==> config.mk <==
export PLATFORM = sky130hd
export DESIGN_NAME = fp_status_keeper
export DESIGN_NICKNAME = d
export VERILOG_FILES = /design/src/rtl/fp_status_pkg.sv /design/src/rtl/fp_status_ctrl.sv /design/src/rtl/fp_status_data.sv /design/src/rtl/fp_status_keeper.sv
export SDC_FILE = /design/constraint.sdc
export NUM_CORES = 1
export LEC_CHECK = 0
export BUFFER_PORTS_ARGS = -buffer_cell sky130_fd_sc_hd__buf_2
export CAP_MARGIN = 20
export CORE_MARGIN = 4
export CORE_UTILIZATION = 45
export CTS_BUF_LIST = sky130_fd_sc_hd__clkbuf_4 sky130_fd_sc_hd__clkbuf_8
export DETAILED_ROUTE_END_ITERATION = 10
export PLACE_DENSITY = 0.8
export SLEW_MARGIN = 20
export SYNTH_ARGS = -nofsm -noshare
export SYNTH_HDL_FRONTEND = slang
export SYNTH_HIERARCHICAL = 1
export SYNTH_SLANG_ARGS = --single-unit
==> constraint.sdc <==
create_clock -name clk -period 1.65 [get_ports clk]
set_clock_uncertainty 0.15 [all_clocks]
set_input_delay 0.33 -clock clk [delete_from_list [all_inputs] [get_ports clk]]
set_output_delay 0.33 -clock clk [all_outputs]
set_load 0.05 [all_outputs]
==> src/rtl/fp_status_pkg.sv <==
package fp_status_pkg;
  localparam int WORD_W  = 32;
  localparam int FLAG_N  = 5;
  localparam int FLAG_LSB = WORD_W - FLAG_N;
  localparam int RM_LSB  = 9;
  localparam int RM_W    = 2;
  localparam int FTZ_BIT = 5;

  typedef struct packed {
    logic loadSw;
    logic mergeFlags;
    logic trapHit;
  } statusStrobes_t;
endpackage

==> src/rtl/fp_status_ctrl.sv <==
module fp_status_ctrl
  import fp_status_pkg::*;
(
  input  logic              swWrEn,
  input  logic              opValid,
  input  logic [FLAG_N-1:0] flagVec,
  input  logic [FLAG_N-1:0] enableBits,
  output statusStrobes_t    strobes
);
  logic anyFlag;
  logic anyEnabled;

  always_comb begin
    anyFlag    = |flagVec;
    anyEnabled = |(flagVec & enableBits);
    strobes.loadSw     = swWrEn;
    strobes.mergeFlags = !swWrEn && opValid && anyFlag;
    strobes.trapHit    = !swWrEn && opValid && anyEnabled;
  end
endmodule

==> src/rtl/fp_status_data.sv <==
module fp_status_data
  import fp_status_pkg::*;
(
  input  logic              clk,
  input  logic              rstN,
  input  statusStrobes_t    strobes,
  input  logic [WORD_W-1:0] swWrData,
  input  logic [FLAG_N-1:0] flagVec,
  output logic [WORD_W-1:0] statusWord,
  output logic [RM_W-1:0]   roundMode,
  output logic              flushZero,
  output logic [FLAG_N-1:0] enableBits,
  output logic              trapPulse
);
  logic [WORD_W-1:0] statusQ;
  logic              trapQ;

  always_ff @(posedge clk) begin
    if (!rstN) begin
      statusQ <= '0;
      trapQ   <= 1'b0;
    end else begin
      trapQ <= strobes.trapHit;
      if (strobes.loadSw)
        statusQ <= swWrData;
      else if (strobes.mergeFlags)
        statusQ[FLAG_LSB +: FLAG_N] <= statusQ[FLAG_LSB +: FLAG_N] | flagVec;
    end
  end

  assign statusWord = statusQ;
  assign trapPulse  = trapQ;
  assign roundMode  = statusQ[RM_LSB +: RM_W];
  assign flushZero  = statusQ[FTZ_BIT];
  assign enableBits = statusQ[FLAG_N-1:0];

  // a write lands on the next cycle regardless of a concurrent operation
  a_r6_write_wins: assert property (@(posedge clk) disable iff (!rstN)
    strobes.loadSw |=> statusWord == $past(swWrData));

  // sticky OR into the top bits, low bits untouched
  a_r4_sticky_merge: assert property (@(posedge clk) disable iff (!rstN)
    strobes.mergeFlags |=> (statusWord[WORD_W-1:FLAG_LSB] ==
      ($past(statusWord[WORD_W-1:FLAG_LSB]) | $past(flagVec)))
      && statusWord[FLAG_LSB-1:0] == $past(statusWord[FLAG_LSB-1:0]));

  // without a write or a flagged operation the word holds
  a_r5_hold: assert property (@(posedge clk) disable iff (!rstN)
    (!strobes.loadSw && !strobes.mergeFlags) |=> $stable(statusWord));

  // an enabled new flag produces the trap with the update
  a_r7_trap_on_enable: assert property (@(posedge clk) disable iff (!rstN)
    (strobes.mergeFlags && |(flagVec & statusWord[FLAG_N-1:0])) |=> trapPulse);

  // a trap is only ever caused by a merge in the previous cycle
  a_r8_trap_cause: assert property (@(posedge clk) disable iff (!rstN)
    trapPulse |-> $past(strobes.mergeFlags));
endmodule

==> src/rtl/fp_status_keeper.sv <==
module fp_status_keeper
  import fp_status_pkg::*;
(
  input  logic              clk,
  input  logic              rstN,
  input  logic              swWrEn,
  input  logic [WORD_W-1:0] swWrData,
  input  logic              opValid,
  input  logic              rawInexact,
  input  logic              rawUnderflow,
  input  logic              rawOverflow,
  input  logic              rawDivZero,
  input  logic              rawInvalid,
  output logic [WORD_W-1:0] statusWord,
  output logic [RM_W-1:0]   roundMode,
  output logic              flushZero,
  output logic              trapPulse
);
  logic [FLAG_N-1:0] flagVec;
  logic [FLAG_N-1:0] enableBits;
  statusStrobes_t    strobes;

  // bit order is shared by the status field and the enable field
  assign flagVec = {rawInvalid, rawDivZero, rawOverflow, rawUnderflow, rawInexact};

  fp_status_ctrl uCtrl (
    .swWrEn     (swWrEn),
    .opValid    (opValid),
    .flagVec    (flagVec),
    .enableBits (enableBits),
    .strobes    (strobes)
  );

  fp_status_data uData (
    .clk        (clk),
    .rstN       (rstN),
    .strobes    (strobes),
    .swWrData   (swWrData),
    .flagVec    (flagVec),
    .statusWord (statusWord),
    .roundMode  (roundMode),
    .flushZero  (flushZero),
    .enableBits (enableBits),
    .trapPulse  (trapPulse)
  );
endmodule

==> out/qor.yml <==
cts_resized: 0
antenna_cells: 0
syn_inst: 126
ys_ff_latch: 33
rsz0062_at_grt: "no"
grt_antenna_before_repair: 0
vias_per_cell: 4.938
rrSetupSlack_ns: 0.43
drive_gt1_share_pct: 43.30
cellLeakagePower_nw: 0.9352
die_w_um: 63.28
path_class: "flip-flop to output port"
setup_viol: 0
critPathSlowestCell: "dfxtp_1"
worstPathRequired_ns: 1.17
max-vdd-ir-drop_mv: 0.5032
dieHeight_um: 63.28
nets: 235
cts_tree: "yes"
pre_cts_slack_ns: 0.08484
dr.pass1.iters: 4
grt_pass1_wl_um: 5175
initial_utilization_pct: 48.61
final_hold_viol_count: 0
clockBufferDepth: 2
die-area_um2: 4004
worstMarginPinSlew_ns: 0.4006
path_clk_slew_ns: 0.09
seq_power_share_pct: 49.5
max-slew-margin-rel_pct: 73.29
ys_warn_count: 6
layout_common_cells: "buf_2 (76), dfxtp_1 (33), mux2i_1 (27), nor2b_1 (27)"
avgSynthCellArea_um2: 10.91
fin_ws_ns: 0.1647
p_int_mw: 1.202
max_freq_mhz: 673.2
cp-end-kind: "output port"
p_clk_share_pct: 26.6
multi_input_area_um2: 594.3
synth_area_um2: 1375
outcome: "finished, final reports clean"
fin_crit_ns: 1.485
cts_setup_buffers: 0
pwr-share-comb_pct: 23.9
worstSkewPairLatency_ns: 0.32
io_buffers: 76
drtAntennaViolNets: 0
slowest_delay_ns: 0.39
maxSlewViolCount: 0
cts.sinks: 33
seq_area_um2: 660.6
hold_class: "input port to flip-flop"
start_kind: "flip-flop"
overflow: 0
yosysSeqAreaShare_pct: 48.04
swShare_pct: 31.82
hold_depth: 3
syn_to_final_growth_pct: 27.48
numCtsBuffers: 5
switchingPower_mw: 0.5610
io_pins: 77
root_buffer: "clkbuf_4"
whs_ns: 0.1082
grt_max_degree: 38
r2r_cells: 3
hpwl_um: 2435
num_vias: 1111
grt_pass1_vias: 1115
routabilityCongestion: 0.8157
cp_max_fo: 3
synth_nets: 167
route.final.wire_length_um: 3210
crit_family: "flip-flops"
cap_violations: 0
fin_crit_sh_pct: 90.02
cp.depth: 1
power_density_nw_per_um2: 1006
post_drt_wl_per_cell_um: 14.27
drtIter0Drc: 59
fill_cells: 248
core_um2: 2829
htreeDepth: 2
remaining_drc_errors: 0
cp_cell_sequence: "buf_2"
fin_setup_tns_ns: 0
ys_types: 16
crit_buf_inv: 1
final_common_cell: "buf_2"
ctsHoldBuffers: 0
cp.arrival_ns: 1.01
grt_use_total_pct: 16.57
num_rows: 19
power groups by stage:
stage	sequential [mW]	clock, mW	combinational (mW)
floorplan	1.03	0	0.178
detailed placement	0.891	0	0.424
global route	0.879	0.525	0.447
finish	0.873	0.468	0.422
global placement	0.887	0	0.416
CTS	0.873	0.489	0.425
metrics by stage:
stage / std cells / area [um^2] / power [mW] / utilization [%]
3_5_place_dp: 218 / 1694 / 1.315 / 59.89
6_report: 225 / 1753 / 1.763 / 61.96
4_1_cts: 225 / 1753 / 1.787 / 61.96
2_1_floorplan: 126 / 1375 / 1.211 / -
5_1_grt: 225 / 1753 / 1.851 / 61.96
3_3_place_gp: 218 / 1694 / 1.303 / 59.89
layout make-up:
class	instances	share of cell area, %
flip-flops and latches	33	37.69
multi-input cells	77	33.90
repair buffers	77	22.84
clock buffers	7	3.355
well taps	31	2.213
state kept, by name, indices dropped and copies added, names as in the netlist:
signal            count
uData/trapPulse       1
uData/statusWord     32
per-layer routing:
metal,global-route usage (%),vias to the layer above,wire length [um]
met5,0,-,0
met4,6.469,0,50
met3,7.993,5,307
met2,29.12,52,1610
met1,16.83,505,1241
li1,-,549,-
kinds of logic after synthesis:
group	synth area share, %
buf+inv	8.735
mux	19.65
simple gates	18.38
compound gates	5.187
flops	48.04
cell usage after synthesis:
master / instances / area share (%)
a211o_1: 5 / 3.2
a21oi_1: 2 / 0.73
a222oi_1: 1 / 0.73
a22oi_1: 1 / 0.55
and2_1: 1 / 0.46
and3_1: 5 / 2.3
buf_4: 11 / 6.0
buf_6: 1 / 0.82
buf_8: 1 / 1.1
clkbuf_1: 3 / 0.82
dfxtp_1: 33 / 48
mux2i_1: 27 / 20
nand2b_1: 6 / 2.7
nor2_1: 1 / 0.27
nor2b_1: 27 / 12
nor3_1: 1 / 0.36
final timing paths:
check / startpoint / endpoint
max reg2reg: uData/statusWord[0] / uData/trapPulse
min: swWrData[14] / uData/statusWord[14]
max: uData/statusWord[4] / statusWord[4]
min reg2reg: uData/statusWord[16] / uData/statusWord[16]
(Power assumes the default switching activity.)
